### src/rtl/nor_seq_pkg.sv
package nor_seq_pkg;
  typedef enum logic [1:0] {
    OP_READ = 2'd0,
    OP_PROG = 2'd1,
    OP_SECT = 2'd2,
    OP_CHIP = 2'd3
  } op_e;

  // strobes from control to datapath
  typedef struct packed {
    logic load;      // latch request, clear step/error
    logic stepNext;  // advance to next write of the sequence
    logic sample;    // capture fDin
    logic tmoClr;    // restart polling timeout
    logic setErr;    // timeout: flag error, switch to reset write
    logic selRead;   // address bus shows target address
  } strobe_t;
endpackage

### src/rtl/nor_seq_dp.sv
module nor_seq_dp
  import nor_seq_pkg::*;
#(
  parameter int AW = 21,
  parameter int unsigned PROG_TMO_CYC = 75000,
  parameter int unsigned ERASE_TMO_CYC = 32'd3750000000
) (
  input  logic          clk,
  input  logic          rstN,
  input  strobe_t       st,
  input  logic [1:0]    reqOp,
  input  logic [AW-1:0] reqAddr,
  input  logic [7:0]    reqData,
  input  logic [7:0]    fDin,
  output logic [AW-1:0] fAddr,
  output logic [7:0]    fDout,
  output logic [7:0]    rspData,
  output logic          rspError,
  output logic          reqIsRead,
  output logic          isRead,
  output logic          lastStep,
  output logic          inRecovery,
  output logic          pollOk,
  output logic          tmoHit
);
  localparam int unsigned TMO_MAX = (ERASE_TMO_CYC > PROG_TMO_CYC) ? ERASE_TMO_CYC : PROG_TMO_CYC;
  localparam int TMO_W = $clog2(TMO_MAX + 1) + 1;
  localparam logic [AW-1:0] ADDR_A = AW'(16'h5555);
  localparam logic [AW-1:0] ADDR_B = AW'(16'h2AAA);

  op_e opQ;
  logic [AW-1:0] addrQ, seqAddr;
  logic [7:0] dataQ, rdQ, seqData;
  logic [2:0] step;
  logic rstMode, errQ;
  logic [TMO_W-1:0] tmoQ, tmoLimit;

  always_ff @(posedge clk) begin
    if (!rstN) begin
      opQ <= OP_READ; addrQ <= '0; dataQ <= '0; rdQ <= '0;
      step <= '0; rstMode <= 1'b0; errQ <= 1'b0; tmoQ <= '0;
    end else begin
      if (st.load) begin
        opQ <= op_e'(reqOp); addrQ <= reqAddr; dataQ <= reqData;
        step <= '0; rstMode <= 1'b0; errQ <= 1'b0;
      end
      if (st.stepNext) step <= step + 3'd1;
      if (st.setErr) begin
        errQ <= 1'b1; rstMode <= 1'b1; step <= '0;
      end
      if (st.sample) rdQ <= fDin;
      if (st.tmoClr) tmoQ <= '0;
      else if (tmoQ != {TMO_W{1'b1}}) tmoQ <= tmoQ + 1'b1;
    end
  end

  // command byte and address for the current write of the unlock sequence
  always_comb begin
    seqAddr = ADDR_A;
    seqData = 8'hAA;
    if (rstMode) begin
      seqAddr = addrQ; seqData = 8'hF0;
    end else begin
      case (step)
        3'd1, 3'd4: begin seqAddr = ADDR_B; seqData = 8'h55; end
        3'd2: seqData = (opQ == OP_PROG) ? 8'hA0 : 8'h80;
        3'd3: if (opQ == OP_PROG) begin seqAddr = addrQ; seqData = dataQ; end
        3'd5: begin
          seqAddr = (opQ == OP_CHIP) ? ADDR_A : addrQ;
          seqData = (opQ == OP_CHIP) ? 8'h10 : 8'h30;
        end
        default: ;
      endcase
    end
  end

  assign tmoLimit   = (opQ == OP_PROG) ? TMO_W'(PROG_TMO_CYC) : TMO_W'(ERASE_TMO_CYC);
  assign tmoHit     = tmoQ >= tmoLimit;
  assign lastStep   = rstMode || ((opQ == OP_PROG) ? (step == 3'd3) : (step == 3'd5));
  assign inRecovery = rstMode;
  assign pollOk     = rdQ[7] == ((opQ == OP_PROG) ? dataQ[7] : 1'b1);
  assign isRead     = opQ == OP_READ;
  assign reqIsRead  = op_e'(reqOp) == OP_READ;
  assign fAddr      = st.selRead ? addrQ : seqAddr;
  assign fDout      = seqData;
  assign rspData    = rdQ;
  assign rspError   = errQ;
endmodule

### src/rtl/nor_seq_ctrl.sv
module nor_seq_ctrl
  import nor_seq_pkg::*;
#(
  parameter int WP_CYC  = 12,
  parameter int WPH_CYC = 5,
  parameter int WC_CYC  = 23,
  parameter int OEH_CYC = 3,
  parameter int ACC_CYC = 23
) (
  input  logic    clk,
  input  logic    rstN,
  input  logic    reqValid,
  input  logic    reqIsRead,
  input  logic    isRead,
  input  logic    lastStep,
  input  logic    inRecovery,
  input  logic    pollOk,
  input  logic    tmoHit,
  output strobe_t st,
  output logic    reqReady,
  output logic    rspValid,
  output logic    fCeN,
  output logic    fWeN,
  output logic    fOeN,
  output logic    fDoutEn
);
  localparam int GAP_CYC  = WC_CYC - WP_CYC - 1;
  localparam int HIGH_CYC = (GAP_CYC > WPH_CYC) ? GAP_CYC : WPH_CYC;
  localparam int M1 = (WP_CYC > HIGH_CYC) ? WP_CYC : HIGH_CYC;
  localparam int M2 = (OEH_CYC > ACC_CYC) ? OEH_CYC : ACC_CYC;
  localparam int MAXC = (M1 > M2) ? M1 : M2;
  localparam int CW = $clog2(MAXC + 1);
  localparam logic [CW-1:0] WP_L   = CW'(WP_CYC - 1);
  localparam logic [CW-1:0] HIGH_L = CW'(HIGH_CYC - 1);
  localparam logic [CW-1:0] OEH_L  = CW'(OEH_CYC - 1);
  localparam logic [CW-1:0] ACC_L  = CW'(ACC_CYC - 1);

  typedef enum logic [2:0] {
    S_IDLE, S_WSET, S_WLOW, S_WHIGH, S_RGAP, S_RLOW, S_REVAL, S_RESP
  } state_e;

  state_e state, stateNx;
  logic [CW-1:0] cnt, cntNx;

  always_ff @(posedge clk) begin
    if (!rstN) begin
      state <= S_IDLE; cnt <= '0;
    end else begin
      state <= stateNx; cnt <= cntNx;
    end
  end

  always_comb begin
    st = '0;
    stateNx = state;
    cntNx = (cnt != '0) ? cnt - 1'b1 : cnt;
    case (state)
      S_IDLE: if (reqValid) begin
        st.load = 1'b1;
        if (reqIsRead) begin stateNx = S_RGAP; cntNx = OEH_L; end
        else stateNx = S_WSET;
      end
      S_WSET: begin stateNx = S_WLOW; cntNx = WP_L; end
      S_WLOW: if (cnt == '0) begin stateNx = S_WHIGH; cntNx = HIGH_L; end
      S_WHIGH: if (cnt == '0) begin
        if (!lastStep) begin st.stepNext = 1'b1; stateNx = S_WSET; end
        else if (inRecovery) stateNx = S_RESP;
        else begin st.tmoClr = 1'b1; stateNx = S_RGAP; cntNx = OEH_L; end
      end
      S_RGAP: begin
        st.selRead = 1'b1;
        if (cnt == '0) begin stateNx = S_RLOW; cntNx = ACC_L; end
      end
      S_RLOW: begin
        st.selRead = 1'b1;
        if (cnt == '0) begin st.sample = 1'b1; stateNx = S_REVAL; end
      end
      S_REVAL: begin
        st.selRead = 1'b1;
        if (isRead || pollOk) stateNx = S_RESP;
        else if (tmoHit) begin st.setErr = 1'b1; stateNx = S_WSET; end
        else begin stateNx = S_RGAP; cntNx = OEH_L; end
      end
      S_RESP: stateNx = S_IDLE;
      default: stateNx = S_IDLE;
    endcase
  end

  assign reqReady = state == S_IDLE;
  assign rspValid = state == S_RESP;
  assign fCeN     = (state == S_IDLE) || (state == S_RESP);
  assign fWeN     = state != S_WLOW;
  assign fOeN     = state != S_RLOW;
  assign fDoutEn  = (state == S_WSET) || (state == S_WLOW) || (state == S_WHIGH);
endmodule

### src/rtl/nor_seq_top.sv
module nor_seq_top
  import nor_seq_pkg::*;
#(
  parameter int AW = 21,
  parameter int WP_CYC  = 12,
  parameter int WPH_CYC = 5,
  parameter int WC_CYC  = 23,
  parameter int OEH_CYC = 3,
  parameter int ACC_CYC = 23,
  parameter int unsigned PROG_TMO_CYC = 75000,
  parameter int unsigned ERASE_TMO_CYC = 32'd3750000000
) (
  input  logic          clk,
  input  logic          rstN,
  input  logic          reqValid,
  output logic          reqReady,
  input  logic [1:0]    reqOp,
  input  logic [AW-1:0] reqAddr,
  input  logic [7:0]    reqData,
  output logic          rspValid,
  output logic          rspError,
  output logic [7:0]    rspData,
  output logic [AW-1:0] fAddr,
  output logic [7:0]    fDout,
  output logic          fDoutEn,
  input  logic [7:0]    fDin,
  output logic          fCeN,
  output logic          fWeN,
  output logic          fOeN
);
  strobe_t st;
  logic reqIsRead, isRead, lastStep, inRecovery, pollOk, tmoHit;

  nor_seq_ctrl #(
    .WP_CYC(WP_CYC), .WPH_CYC(WPH_CYC), .WC_CYC(WC_CYC),
    .OEH_CYC(OEH_CYC), .ACC_CYC(ACC_CYC)
  ) u_ctrl (
    .clk(clk), .rstN(rstN), .reqValid(reqValid), .reqIsRead(reqIsRead),
    .isRead(isRead), .lastStep(lastStep), .inRecovery(inRecovery),
    .pollOk(pollOk), .tmoHit(tmoHit), .st(st), .reqReady(reqReady),
    .rspValid(rspValid), .fCeN(fCeN), .fWeN(fWeN), .fOeN(fOeN), .fDoutEn(fDoutEn)
  );

  nor_seq_dp #(
    .AW(AW), .PROG_TMO_CYC(PROG_TMO_CYC), .ERASE_TMO_CYC(ERASE_TMO_CYC)
  ) u_dp (
    .clk(clk), .rstN(rstN), .st(st), .reqOp(reqOp), .reqAddr(reqAddr),
    .reqData(reqData), .fDin(fDin), .fAddr(fAddr), .fDout(fDout),
    .rspData(rspData), .rspError(rspError), .reqIsRead(reqIsRead),
    .isRead(isRead), .lastStep(lastStep), .inRecovery(inRecovery),
    .pollOk(pollOk), .tmoHit(tmoHit)
  );
endmodule

### config.mk
export PLATFORM = sky130hd
export DESIGN_NAME = nor_seq_top
export DESIGN_NICKNAME = d
export VERILOG_FILES = /design/src/rtl/nor_seq_pkg.sv /design/src/rtl/nor_seq_dp.sv /design/src/rtl/nor_seq_ctrl.sv /design/src/rtl/nor_seq_top.sv
export SDC_FILE = /design/constraint.sdc
export NUM_CORES = 1
export LEC_CHECK = 0
export ABC_AREA = 1
export BUFFER_PORTS_ARGS = -buffer_cell sky130_fd_sc_hd__buf_4
export CAP_MARGIN = 20
export CORE_MARGIN = 2
export CORE_UTILIZATION = 50
export CTS_CLUSTER_DIAMETER = 200
export CTS_CLUSTER_SIZE = 30
export DETAILED_ROUTE_END_ITERATION = 10
export GPL_ROUTABILITY_DRIVEN = 0
export GPL_TIMING_DRIVEN = 0
export PLACE_DENSITY = 0.75
export SYNTH_ARGS = -nofsm -noshare
export SYNTH_HDL_FRONTEND = slang
export SYNTH_HIERARCHICAL = 1
export SYNTH_SLANG_ARGS = --single-unit
### constraint.sdc
create_clock -name clk -period 2.05 [get_ports clk]
set_clock_uncertainty 0.15 [all_clocks]
set_input_delay 0.205 -clock clk [delete_from_list [all_inputs] [get_ports clk]]
set_output_delay 0.205 -clock clk [all_outputs]
set_load 0.01 [all_outputs]
==> results.md <==
- P_sw: 3.107 mW
- EDFF count, synth: 0
- DP Area: 0.006163 mm^2
- Post-DRT Antenna Nets: 0
- Unique masters post-synth: 43
- Detail Placement HPWL: 10360 um
- TritonCTS clock tree: done
- Hold Slack: 102.9 ps
- Core footprint: 0.01028 mm^2
- IO buf count: 85
- Gr ovfl total: 0
- Peak supply drop: 0.6273 mV
- Clk buf depth: 2
- Yosys warns: 6
- RSZ-0062 raised after global routing: true
- Syn avg cell area: 6.460 um^2
- Fin util: 0.8281
- Nets: 1098
- Die H: 106.6 um
- Clk slew on worst S/H paths: 110 ps
- Row cnt: 37
- CTS sink count: 84
- Largest net degree at the start of global routing: 15
- Comb pwr share: 0.506
- Post-route worst setup slack: -991.5 ps
- PwrDens: 845.7 mW/mm^2
- Final hold vios: 0
- DR vias/cell: 6.179
- Detailed router's first-iteration violation count: 1218
- First-pass GRT wire length: 26290 um
- Synth Register Bits: 84
- P&R area growth vs syn: 61.84%
- Worst Path Max Fanout: 10
- Setup violations, final: 86
- Die area: 0.01135 mm^2
- Clock Power Share: 0.203
- Share of cells above drive strength 1: 0.4354
- Post-synthesis net count: 872
- Arrival @ worst endpoint: 3160 ps
- Failing checks: setup timing
- Drt first pass iters: 9
- Cell internal pwr: 4.091 mW
- Register share of total power: 0.291
- Final slew viol count: 0
- Power, Total: 7.198 mW
- Final Cell Area: 0.008511 mm^2
- Die X: 106.6 um
- Slew at the pin closest to its max-slew limit: 667.2 ps
- Critical path capture point type: register
- Kind of critical path: register to register
- # diodes: 0
- Syn Std Cell Area: 0.005259 mm^2
- Ys async rst share: 0
- Htree depth: 3
- Status: finished, violations left
- Leak: 3.885 nW
- Max Fclk: 0.3288 GHz
- I/O Pins: 86
- CTS root buffer: clkbuf_8
- Vias in the first global route: 5639
- Post-route minimum period: 3041 ps
- Worst path required time: 2170 ps
- Cells after Synth: 814
- Max_slew headroom: 0.5518
- Ys flop type: dfxtp_1
- Global Route Usage Sum: 0.2870
- Initial antenna violation count: 0
- Maxcap violations: 0
- DRC: 0
- Final WL: 24320 um
- Clk_lat worst skew: 390 ps
- Startpoint Class: register
- Period utilization: 1.484
- Vias: 7297
- Sequential area share after synthesis: 0.3198
- Hold Crit Class: input pin to register
- TritonCTS buffer count: 9
- Wirelength per Cell: 20.59 um
- Switching power share of the total: 0.4316
- Starting Density: 0.5117
flip-flops by register name (all words and copies together), names as in the netlist:
| name | count |
|---|---|
| u_dp/step | 3 |
| u_dp/opQ | 2 |
| u_ctrl/cnt | 5 |
| u_dp/dataQ | 8 |
| u_dp/rspData | 8 |
| u_ctrl/state | 3 |
| u_dp/addrQ | 21 |
| u_dp/tmoQ | 33 |
| u_dp/rspError | 1 |
through the flow:
step,setup slack (ps),cells,TNS [ps]
after floorplan,-45.59,814,-474.4
after global placement,-592.6,1035,-24570
after detailed placement,-624.8,1035,-25080
after CTS,-352.8,1126,-10410
after global routing,-915.8,1181,-41060
final,-991.5,1181,-39620
metal layers:
metal | up-vias | track usage | share of wire
met5 | - | 0 | 0
met4 | 0 | 0.1113 | 0.089
met3 | 270 | 0.05457 | 0.12
met2 | 694 | 0.4831 | 0.44
met1 | 3276 | 0.3632 | 0.35
li1 | 3057 | - | -
cell usage in the layout (no fill, tap or decap), drive strengths merged:
cell / Yosys / layout
nand3: 46 / 46
o211ai: 1 / 1
nor4: 1 / 1
nor3b: 1 / 1
nand2: 172 / 172
a21oi: 56 / 56
nand4: 12 / 12
dlygate4sd3: 0 / 39
and3: 2 / 2
dfxtp: 84 / 84
clkinv: 0 / 2
xnor2: 1 / 1
o21ai: 99 / 99
bufinv: 0 / 1
or2: 2 / 2
a21boi: 1 / 1
o2111ai: 1 / 1
xor2: 3 / 3
clkbuf: 10 / 23
inv: 122 / 121
clkinvlp: 0 / 1
buf: 12 / 188
o21a: 1 / 1
nor2: 152 / 152
a31oi: 1 / 1
o21bai: 1 / 1
ha: 16 / 16
nor3: 16 / 16
nand3b: 1 / 1
cells by family after synthesis:
| group | Yosys count | share of synthesized area |
|---|---|---|
| DFF | 84 | 0.3198 |
| and+or+nand+nor | 405 | 0.3643 |
| AOI/OAI and AO/OA | 161 | 0.1568 |
| xor gates and xnor gates | 4 | 0.006663 |
| adders and majority gates | 16 | 0.03807 |
| buffers and inverters | 144 | 0.1144 |
power by group through the flow:
stage	clock, mW	combinational [mW]	sequential, mW
6_report	1.46	3.65	2.09
2_1_floorplan	0	1.67	2.05
3_5_place_dp	0	2.37	2.08
5_1_grt	1.53	3.82	2.11
3_3_place_gp	0	2.34	2.07
4_1_cts	1.42	2.74	2.05
what timing repair did:
action / CTS / global route
setup buffers: 36 / 56
hold endpoints to repair: 40 / 0
pin swaps: 30 / 77
cloned: 0 / 2
setup endpoints to repair: 104 / 104
hold buffers: 39 / 0
gates resized for setup: 125 / 198
synth_stat cells, types with 2 or more instances:
library cell	number	share of area
nor2_2	9	0.011
buf_6	3	0.0064
nand2_4	4	0.0086
nor3_2	2	0.0038
nand3_2	5	0.0095
nor2_1	130	0.093
nand2_2	8	0.0095
and3_1	2	0.0024
or2_2	2	0.0024
o21ai_1	3	0.0029
inv_1	109	0.078
nor3_1	13	0.012
nand4_1	12	0.014
nand2_1	160	0.11
nand3_4	3	0.010
nor2_4	12	0.026
buf_1	2	0.0014
ha_1	16	0.038
inv_2	10	0.0071
dfxtp_1	84	0.32
xor2_1	3	0.0050
o21ai_0	95	0.090
clkbuf_1	10	0.0071
buf_4	6	0.0086
nand3_1	38	0.036
a21oi_1	56	0.053
final timing paths:
| path | startpoint | to | slack [ps] | cells past startpoint |
|---|---|---|---|---|
| hold reg to reg | u_dp/tmoQ[2] | u_dp/tmoQ[2] | 330 | 1 |
| hold / removal | reqOp[1] | u_dp/opQ[1] | 100 | 3 |
| setup reg to reg | u_dp/opQ[0] | u_ctrl/state[2] | -990 | 19 |
| setup / recovery | u_dp/opQ[0] | u_ctrl/state[2] | -990 | 19 |
layout make-up:
class | instances | area [um^2]
multi-input combinational | 586 | 3814
timing repair buffer | 215 | 1856
fill | 558 | 1767
sequential | 84 | 1734
clock buffer | 13 | 191.4
tap | 136 | 170.2
clock inverter | 3 | 47.55
inverter | 122 | 518.0
buffer | 22 | 180.2
critical path, stage by stage, from the launching register on:
cell and delay [ps]:
dfxtp_2 390, buf_6 160, nand2_4 60, buf_4 130, buf_4 180, nand2_1 240
nand3_1 250, nor2_1 200, nand2_1 80, nand2_1 80, nand2_1 90, nand2_1 100
nand2_1 70, nand2_2 100, buf_4 130, nand2_4 60, nand2_1 90, o21ai_1 90
o21ai_1 170, a21oi_1 100
Note: power is estimated with default switching activity, not from simulation.
